### src/rtl/irq_cascade_pkg.sv
package irq_cascade_pkg;

  localparam int unsigned REG_W      = 32;
  localparam int unsigned ADDR_W     = 3;
  localparam int unsigned SEC_N      = 6;
  localparam int unsigned PRI_EXT_N  = 5;
  localparam int unsigned MASTER_BIT = 31;
  localparam int unsigned CASCADE_BIT = 0;

  localparam logic [REG_W-1:0] SEC_STAT_VALID = 32'h0000_007D;
  localparam logic [REG_W-1:0] SEC_EN_VALID   = SEC_STAT_VALID | (32'h1 << MASTER_BIT);
  localparam logic [REG_W-1:0] PRI_VALID      = 32'h0000_003F;

  typedef enum logic [ADDR_W-1:0] {
    ADDR_SEC_STAT = 3'd0,
    ADDR_SEC_EN   = 3'd1,
    ADDR_PRI_STAT = 3'd2,
    ADDR_PRI_EN   = 3'd3,
    ADDR_CFG      = 3'd4
  } reg_addr_e;

  // Secondary event k lands on status bit k, skipping bit 1.
  function automatic int unsigned sec_bit_pos(int unsigned k);
    return (k == 0) ? 0 : k + 1;
  endfunction

endpackage

### src/rtl/irq_status_bank.sv
module irq_status_bank #(
  parameter int unsigned W = 32,
  parameter logic [W-1:0] VALID = '1
) (
  input  logic         clk,
  input  logic         rst_n,
  input  logic [W-1:0] set_i,
  input  logic         clr_we_i,
  input  logic [W-1:0] clr_data_i,
  output logic [W-1:0] status_o
);

  logic [W-1:0] status_q;
  logic [W-1:0] status_d;
  logic [W-1:0] clr_vec;

  always_comb begin
    clr_vec  = clr_we_i ? clr_data_i : '0;
    status_d = (set_i | (status_q & ~clr_vec)) & VALID;
  end

  always_ff @(posedge clk or negedge rst_n) begin
    if (!rst_n) status_q <= '0;
    else        status_q <= status_d;
  end

  assign status_o = status_q;

  // no write strobe means no set bit is lost
  a_r3_sticky: assert property (@(posedge clk) disable iff (!rst_n)
    !clr_we_i |=> ((status_q & $past(status_q)) == $past(status_q)));

  // an event beats a clear in the same cycle
  a_r3_set_wins: assert property (@(posedge clk) disable iff (!rst_n)
    ((set_i & VALID) != '0) |=> ((status_q & $past(set_i & VALID)) == $past(set_i & VALID)));

endmodule

### src/rtl/irq_group.sv
module irq_group #(
  parameter int unsigned W = 32,
  parameter logic [W-1:0] STAT_VALID = '1,
  parameter logic [W-1:0] EN_VALID   = '1
) (
  input  logic         clk,
  input  logic         rst_n,
  input  logic [W-1:0] set_i,
  input  logic         stat_we_i,
  input  logic         en_we_i,
  input  logic [W-1:0] wdata_i,
  output logic [W-1:0] status_o,
  output logic [W-1:0] enable_o,
  output logic         any_o
);

  logic [W-1:0] en_q;

  irq_status_bank #(.W(W), .VALID(STAT_VALID)) u_bank (
    .clk        (clk),
    .rst_n      (rst_n),
    .set_i      (set_i),
    .clr_we_i   (stat_we_i),
    .clr_data_i (wdata_i),
    .status_o   (status_o)
  );

  always_ff @(posedge clk or negedge rst_n) begin
    if (!rst_n)       en_q <= '0;
    else if (en_we_i) en_q <= wdata_i & EN_VALID;
  end

  assign enable_o = en_q;
  assign any_o    = |(status_o & en_q & STAT_VALID);

  // with everything masked off, the group result is quiet
  a_r7_masked_quiet: assert property (@(posedge clk) disable iff (!rst_n)
    ((en_q & STAT_VALID) == '0) |-> !any_o);

endmodule

### src/rtl/irq_pin_hold.sv
module irq_pin_hold (
  input  logic clk,
  input  logic rst_n,
  input  logic le_i,
  input  logic d_i,
  output logic q_o
);

  logic q_q;
  logic q_d;

  always_comb q_d = le_i ? d_i : q_q;

  always_ff @(posedge clk or negedge rst_n) begin
    if (!rst_n) q_q <= 1'b0;
    else        q_q <= q_d;
  end

  assign q_o = q_q;

  // closed stage never moves
  a_r9_frozen: assert property (@(posedge clk) disable iff (!rst_n)
    !le_i |=> $stable(q_o));

  // open stage follows with one cycle of delay
  a_r8_follow: assert property (@(posedge clk) disable iff (!rst_n)
    le_i |=> (q_o == $past(d_i)));

endmodule

### src/rtl/irq_cascade_top.sv
module irq_cascade_top
  import irq_cascade_pkg::*;
(
  input  logic                 clk,
  input  logic                 rst_n,
  input  logic [SEC_N-1:0]     sec_evt_i,
  input  logic [PRI_EXT_N-1:0] pri_evt_i,
  input  logic                 reg_we_i,
  input  logic [ADDR_W-1:0]    reg_addr_i,
  input  logic [REG_W-1:0]     reg_wdata_i,
  output logic [REG_W-1:0]     reg_rdata_o,
  output logic                 irq_o
);

  // Reset: asserted at once, released after two clock edges
  logic [1:0] rst_sync_q;
  logic       core_rst_n;

  always_ff @(posedge clk or negedge rst_n) begin
    if (!rst_n) rst_sync_q <= 2'b00;
    else        rst_sync_q <= {rst_sync_q[0], 1'b1};
  end
  assign core_rst_n = rst_sync_q[1];

  // Write decode
  logic we_sec_stat, we_sec_en, we_pri_stat, we_pri_en, we_cfg;

  always_comb begin
    we_sec_stat = reg_we_i && (reg_addr_i == ADDR_SEC_STAT);
    we_sec_en   = reg_we_i && (reg_addr_i == ADDR_SEC_EN);
    we_pri_stat = reg_we_i && (reg_addr_i == ADDR_PRI_STAT);
    we_pri_en   = reg_we_i && (reg_addr_i == ADDR_PRI_EN);
    we_cfg      = reg_we_i && (reg_addr_i == ADDR_CFG);
  end

  // Event placement
  logic [REG_W-1:0] sec_set;
  logic [REG_W-1:0] pri_set;
  logic             sec_fire;

  always_comb begin
    sec_set = '0;
    pri_set = '0;
    pri_set[CASCADE_BIT] = sec_fire;
    for (int unsigned k = 0; k < SEC_N; k++) begin
      sec_set[sec_bit_pos(k)] = sec_evt_i[k];
    end
    for (int unsigned k = 0; k < PRI_EXT_N; k++) begin
      pri_set[k+1] = pri_evt_i[k];
    end
  end

  // Secondary tier
  logic [REG_W-1:0] sec_stat, sec_en;
  logic             sec_any;

  irq_group #(.W(REG_W), .STAT_VALID(SEC_STAT_VALID), .EN_VALID(SEC_EN_VALID)) u_sec (
    .clk       (clk),
    .rst_n     (core_rst_n),
    .set_i     (sec_set),
    .stat_we_i (we_sec_stat),
    .en_we_i   (we_sec_en),
    .wdata_i   (reg_wdata_i),
    .status_o  (sec_stat),
    .enable_o  (sec_en),
    .any_o     (sec_any)
  );

  assign sec_fire = sec_any & sec_en[MASTER_BIT];

  // Primary tier
  logic [REG_W-1:0] pri_stat, pri_en;
  logic             pri_any;

  irq_group #(.W(REG_W), .STAT_VALID(PRI_VALID), .EN_VALID(PRI_VALID)) u_pri (
    .clk       (clk),
    .rst_n     (core_rst_n),
    .set_i     (pri_set),
    .stat_we_i (we_pri_stat),
    .en_we_i   (we_pri_en),
    .wdata_i   (reg_wdata_i),
    .status_o  (pri_stat),
    .enable_o  (pri_en),
    .any_o     (pri_any)
  );

  // Configuration: pin enable
  logic pin_en_q;

  always_ff @(posedge clk or negedge core_rst_n) begin
    if (!core_rst_n)  pin_en_q <= 1'b0;
    else if (we_cfg)  pin_en_q <= reg_wdata_i[0];
  end

  irq_pin_hold u_pin (
    .clk   (clk),
    .rst_n (core_rst_n),
    .le_i  (pin_en_q),
    .d_i   (pri_any),
    .q_o   (irq_o)
  );

  // Read mux
  always_comb begin
    unique case (reg_addr_i)
      ADDR_SEC_STAT: reg_rdata_o = sec_stat;
      ADDR_SEC_EN:   reg_rdata_o = sec_en;
      ADDR_PRI_STAT: reg_rdata_o = pri_stat;
      ADDR_PRI_EN:   reg_rdata_o = pri_en;
      ADDR_CFG:      reg_rdata_o = {{(REG_W-1){1'b0}}, pin_en_q};
      default:       reg_rdata_o = '0;
    endcase
  end

  // a qualified secondary cause shows in primary bit 0 on the next cycle
  a_r5_cascade: assert property (@(posedge clk) disable iff (!core_rst_n)
    sec_fire |=> pri_stat[CASCADE_BIT]);

  // without the master bit, a clear cascade bit stays clear
  a_r4_master_gate: assert property (@(posedge clk) disable iff (!core_rst_n)
    (!sec_en[MASTER_BIT] && !pri_stat[CASCADE_BIT] && !(pri_evt_i[0] && CASCADE_BIT == 1))
      |=> !pri_stat[CASCADE_BIT]);

  // reserved secondary bits never set
  a_r2_unused_zero: assert property (@(posedge clk) disable iff (!core_rst_n)
    (sec_stat & ~SEC_STAT_VALID) == '0);

  // pin low and stage closed keeps it low
  a_r10_parked: assert property (@(posedge clk) disable iff (!core_rst_n)
    (!irq_o && !pin_en_q && !we_cfg) |=> !irq_o);

endmodule

### config.mk
export PLATFORM = sky130hd
export DESIGN_NAME = irq_cascade_top
export DESIGN_NICKNAME = d
export VERILOG_FILES = /design/src/rtl/irq_cascade_pkg.sv /design/src/rtl/irq_status_bank.sv /design/src/rtl/irq_group.sv /design/src/rtl/irq_pin_hold.sv /design/src/rtl/irq_cascade_top.sv
export SDC_FILE = /design/constraint.sdc
export NUM_CORES = 1
export LEC_CHECK = 0
export CORE_ASPECT_RATIO = 0.6
export CORE_MARGIN = 2
export CORE_UTILIZATION = 60
export CTS_BUF_LIST = sky130_fd_sc_hd__clkbuf_4
export DETAILED_ROUTE_END_ITERATION = 16
export DONT_BUFFER_PORTS = 1
export PLACE_DENSITY = 0.76
export SYNTH_ARGS = -nofsm -noshare
export SYNTH_HDL_FRONTEND = slang
export SYNTH_HIERARCHICAL = 1
export SYNTH_SLANG_ARGS = --single-unit
### constraint.sdc
create_clock -name clk -period 0.98 [get_ports clk]
set_input_delay 0.098 -clock clk [delete_from_list [all_inputs] [get_ports clk]]
set_output_delay 0.098 -clock clk [all_outputs]
set_load 0.005 [all_outputs]
=== Yosys cells after proc, flatten, opt, wreduce, memory -nomap -nowiden ===
Index checks and enable logic that the tools add are counted.

* Bits of input ports: 49
* Output and inout port bits: 33
* Register bits: 29
* Logic and storage cells: 31

* Eq/ne operators: 4
* Muxes and demuxes: 3
* Bitwise logic cells: 9
* Reduce and logical (&&, ||, !) cells: 8

{| class="wikitable"
|+ Operators with widths
! cell !! number
|-
| 32-bit one-hot mux with 5 select lines || 1
|-
| 7-bit bitwise AND || 2
|-
| 6-bit bitwise AND || 2
|-
| 6-bit OR reduction || 2
|-
| 7-bit 2-to-1 mux || 1
|-
| 7-bit NOT || 1
|-
| 7-bit bitwise OR || 1
|-
| 3-bit by 2-bit equality test with 1-bit output (second input constant) || 2
|-
| 6-bit 2-to-1 mux || 1
|-
| 6-bit NOT || 1
|-
| 6-bit bitwise OR || 1
|-
| 1-bit logical AND || 5
|-
| 3-bit by 1-bit equality test with 1-bit output (second input constant) || 1
|-
| 3-bit equality test (second input constant) || 1
|-
| 3-bit zero test || 1
|-
| 1-bit bitwise AND || 1
|}

=== Longest topological paths before layout ===
* Depth in word-level cells: 6
* Depth in mapped cells: 6
* Mapped depth without buffers: 5

=== By module ===
Netlist, hierarchy kept.

{| class="wikitable"
|+ By module, submodules not included
! module !! area each (µm²) !! cells an instance !! sequential area each (µm²) !! instances
|-
| irq_cascade_top || 1,156.1 || 94 || 75.1 || 1
|-
| irq_status_bank || 416.6 || 45 || 150.1 || 2
|-
| irq_group (u_sec) || 510.5 || 45 || 175.2 || 1
|-
| irq_group (u_pri) || 478.0 || 44 || 150.1 || 1
|-
| irq_pin_hold || 40.0 || 2 || 25.0 || 1
|}

=== Worst setup path before layout ===
Ideal clock, no wire load.

* Kind: input-to-reg
* Start point: input reg_addr_i[1]
* End point: register u_sec.u_bank.status_q[4], in the netlist u_sec/u_bank/status_o[4]
* Data required time: 0.862 ns
* Path buffers: 2
* Cell stages on the path: 5
* Setup slack: -0.274 ns
* Data arrival time: 1.136 ns
* Setup time: 0.118 ns
* Cells stage by stage: buf_2 buf_2 nor3b_1 nand2_1 a21o_1

* Longest elaborated chain between the ends: 6

{| class="wikitable"
|+ Ends and longest elaborated chain
! item !! RTL line !! text
|-
| start, declared || irq_cascade_top.sv:9 || <nowiki>input logic [ADDR_W-1:0] reg_addr_i,</nowiki>
|-
| 3-bit zero test || irq_cascade_top.sv:29 || <nowiki>we_sec_stat = reg_we_i && (reg_addr_i == ADDR_SEC_STAT);</nowiki>
|-
| 1-bit logical AND || irq_cascade_top.sv:29 ||
|-
| named net we_sec_stat || irq_cascade_top.sv:26 || <nowiki>logic we_sec_stat, we_sec_en, we_pri_stat, we_pri_en, we_cfg;</nowiki>
|-
| 7-bit 2-to-1 mux || irq_status_bank.sv:18 || <nowiki>clr_vec = clr_we_i ? clr_data_i : '0;</nowiki>
|-
| 7-bit NOT || irq_status_bank.sv:19 || <nowiki>status_d = (set_i | (status_q & ~clr_vec)) & VALID;</nowiki>
|-
| 7-bit bitwise AND || irq_status_bank.sv:19 ||
|-
| 7-bit bitwise OR || irq_status_bank.sv:19 ||
|-
| named net u_sec.u_bank.status_d[4] || irq_status_bank.sv:14 || <nowiki>logic [W-1:0] status_d;</nowiki>
|-
| end signal, assigned || irq_status_bank.sv:24 || <nowiki>else status_q <= status_d;</nowiki>
|-
| end, declared || irq_status_bank.sv:13 || <nowiki>logic [W-1:0] status_q;</nowiki>
|}

The timed path passes the listed nets, and every way through them passes these cells.
A chain may end at the register's enable or synchronous reset.

=== Final worst setup path ===
* Start point: register u_pri.en_q[5], in the netlist u_pri/enable_o[5]
* End point: output reg_rdata_o[5]

* Longest elaborated chain between the ends: 1

{| class="wikitable"
|+ Ends and longest elaborated chain
! item !! RTL line !! text
|-
| start, declared || irq_group.sv:17 || <nowiki>logic [W-1:0] en_q;</nowiki>
|-
| start signal, assigned || irq_group.sv:30 || <nowiki>else if (en_we_i) en_q <= wdata_i & EN_VALID;</nowiki>
|-
| 32-bit one-hot mux with 5 select lines || irq_cascade_top.sv:105 || <nowiki>unique case (reg_addr_i)</nowiki>
|-
| end, declared || irq_cascade_top.sv:11 || <nowiki>output logic [REG_W-1:0] reg_rdata_o,</nowiki>
|}

No other way between the ends.

==> flow_metrics.env <==
export IMPL_outcome="finished with violations"
export IMPL_violations="setup timing"
export IMPL_htree_levels=2
export IMPL_dr_wl_met2_um=2542
export IMPL_drc=0
export IMPL_hold_ws_ns=0.03744
export IMPL_reg2reg_slack_ns=-0.28
export IMPL_clk_pin_slew_worst_paths_ns=0.09
export IMPL_crit_required_ns=0.88
export IMPL_hold_viol_final=0
export IMPL_ys_warnings_count=6
export IMPL_syn_area_per_cell_sq_um=11.00
export IMPL_finalClockSkew_ns=0.006618
export IMPL_cts_buffers_inserted=5
export IMPL_cts_root_buf="clkbuf_4"
export IMPL_clockBufferDepth=2
export IMPL_top_layer="met4"
export IMPL_worst_slack_ns=-0.5013
export IMPL_grt_pass1_vias=1836
export IMPL_die_height_um=58.90
export IMPL_ant_nets=0
export IMPL_clock_latency_ns=0.34
export IMPL_design_core_area_sq_um=4707
export IMPL_firstDrtPassIters=4
export IMPL_path_class="reg -> out"
export IMPL_cts_sinks=29
export IMPL_io_pins=82
export IMPL_syn_inst=274
export IMPL_routed_wl_met3_um=375
export IMPL_r2r_start="u_pri/enable_o[3]"
export IMPL_cp_start_kind="register"
export IMPL_place_congestion=0.8484
export IMPL_wl_um=5428
export IMPL_reg2reg_depth=5
export IMPL_antenna_found_initial=0
export IMPL_vias=1838
export IMPL_startpoint="u_pri/enable_o[5]"
export IMPL_num_rows=19
export IMPL_drt_iter0_drc=65
export IMPL_grt_pass1_wl_um=9039
export IMPL_dp_hpwl_um=3426
export IMPL_synth_area_sq_um=3014
export IMPL_end_kind="output pin"
export IMPL_crit_reg2reg_capture="u_pin/q_o"
export IMPL_setup_viol=12
export IMPL_rsz0062_at_grt="yes"
export IMPL_critPathCapture="reg_rdata_o[5]"
export IMPL_crit_path_max_fanout=2
export IMPL_overflow=0
export IMPL_area_growth_pct=9.755
export IMPL_start_util_pct=64.04
export IMPL_max_freq_mhz=675.1
export IMPL_n_antenna_cell=0
export IMPL_setup_tns_ns=-4.493
export IMPL_slew_violations=0
export IMPL_via_per_inst=4.701
export IMPL_filler_cell_count=349
export IMPL_cts_tree="yes"
export IMPL_power_density_nw_per_um2=1065
export IMPL_grt_max_degree=41
export IMPL_drive_gt1_share_pct=34.45
export IMPL_gr_usage_all_layers_pct=21.87
export IMPL_crit_arrival_ns=1.38
export IMPL_fin_nets=376
export IMPL_p_leak_uw=0.001482
export IMPL_fp_dieW_um=95.50
export IMPL_cap_viol_max_count=0
export IMPL_vdd_drop_max_mv=0.8222
export IMPL_met1_length_um=2449
export IMPL_wl_per_cell_um=13.88
export IMPL_io_buffer_count=0
export IMPL_die_area_sq_um=5625
export IMPL_holdCritPathClass="in -> reg"
export IMPL_fin_crit_sh_pct=151.1
export IMPL_fin_crit_ns=1.481
==> layout make-up <==
type	count	area, sq um	area share (%)
multi-input combinational	227	1863	56.32
sequential	29	725.7	21.94
timing repair buffer	63	576.8	17.44
tap	63	78.83	2.383
clock buffer	8	60.06	1.815
inverter	1	3.754	0.1135
==> worst max-delay path: stages (launching register included) <==
cell,delay (ns)
dfrtp_1,0.39
mux4_2,0.48
and2_4,0.18
==> through the flow <==
| stage | instances | total power (uW) | util [%] | setup slack (ns) | instance area (sq um) |
|---|---|---|---|---|---|
| after global routing | 391 | 3727 | 70.28 | -0.5605 | 3308 |
| after detailed placement | 338 | 2311 | 58.72 | -0.2179 | 2764 |
| after CTS | 389 | 3432 | 69.40 | -0.4998 | 3267 |
| final | 391 | 3523 | 70.28 | -0.5013 | 3308 |
| after global placement | 338 | 2289 | 58.72 | -0.1677 | 2764 |
| after floorplan | 373 | 2508 | - | -0.1234 | 3416 |
==> cell usage in the layout (no fill, tap or decap) <==
cell type        n
nor3b_2          1
a22oi_1          1
buf_4           33
dfrtp_1         29
clkbuf_4         8
buf_6            7
a31oi_1          1
nand2_1         13
inv_1            1
and3_1           1
o22ai_2          1
nor3b_4          1
nor2b_1          1
buf_12           2
mux4_2          31
and2_4           7
mux2_2           1
and2_1          25
a22oi_2          5
and3b_1          2
conb_1         104
nand3_1          2
nor2_1           1
a21oi_2          1
a21o_1          12
nor4b_1          1
mux2_4          15
dlygate4sd3_1   21
==> where the power goes <==
| part | leakage [uW] | internal (uW) | switching (uW) |
|---|---|---|---|
| registers | 0.000308 | 1350 | 96.5 |
| logic | 0.00114 | 859 | 424 |
| clock network | 0.0000368 | 369 | 430 |
==> state kept, by name, summed over array words and instances (netlist names) <==
signal                 cells
rst_sync_q                 2
pin_en_q                   1
u_pri/u_bank/status_o      6
u_sec/enable_o             7
u_pin/q_o                  1
u_sec/u_bank/status_o      6
u_pri/enable_o             6
==> what timing repair did <==
action | CTS | global route
hold buffers | 21 | 0
setup buffers | 22 | 7
hold endpoints to repair | 28 | 0
pin swaps | 6 | 7
endpoints found under the setup margin | 10 | 13
gates resized for setup | 18 | 7
==> per-layer routing <==
layer  vias to the layer above  global-route usage, %
met1                       918                  28.51
met4                         0                  6.122
met2                        55                  37.02
li1                        858                      -
met5                         -                      0
met3                         7                  5.378
==> how the worst min path moves through the flow <==
stage,cells past startpoint,from,to,slack (ns)
5_1_grt,2,reg_addr_i[1],pin_en_q,0.03
6_report,2,reg_addr_i[1],pin_en_q,0.04
4_1_cts,2,reg_addr_i[1],pin_en_q,0.03
3_5_place_dp,0,rst_n,rst_sync_q[0],-0.20
3_3_place_gp,0,rst_n,rst_sync_q[0],-0.20
2_1_floorplan,0,rst_n,rst_sync_q[0],-0.20
(Power assumes the default switching activity.)
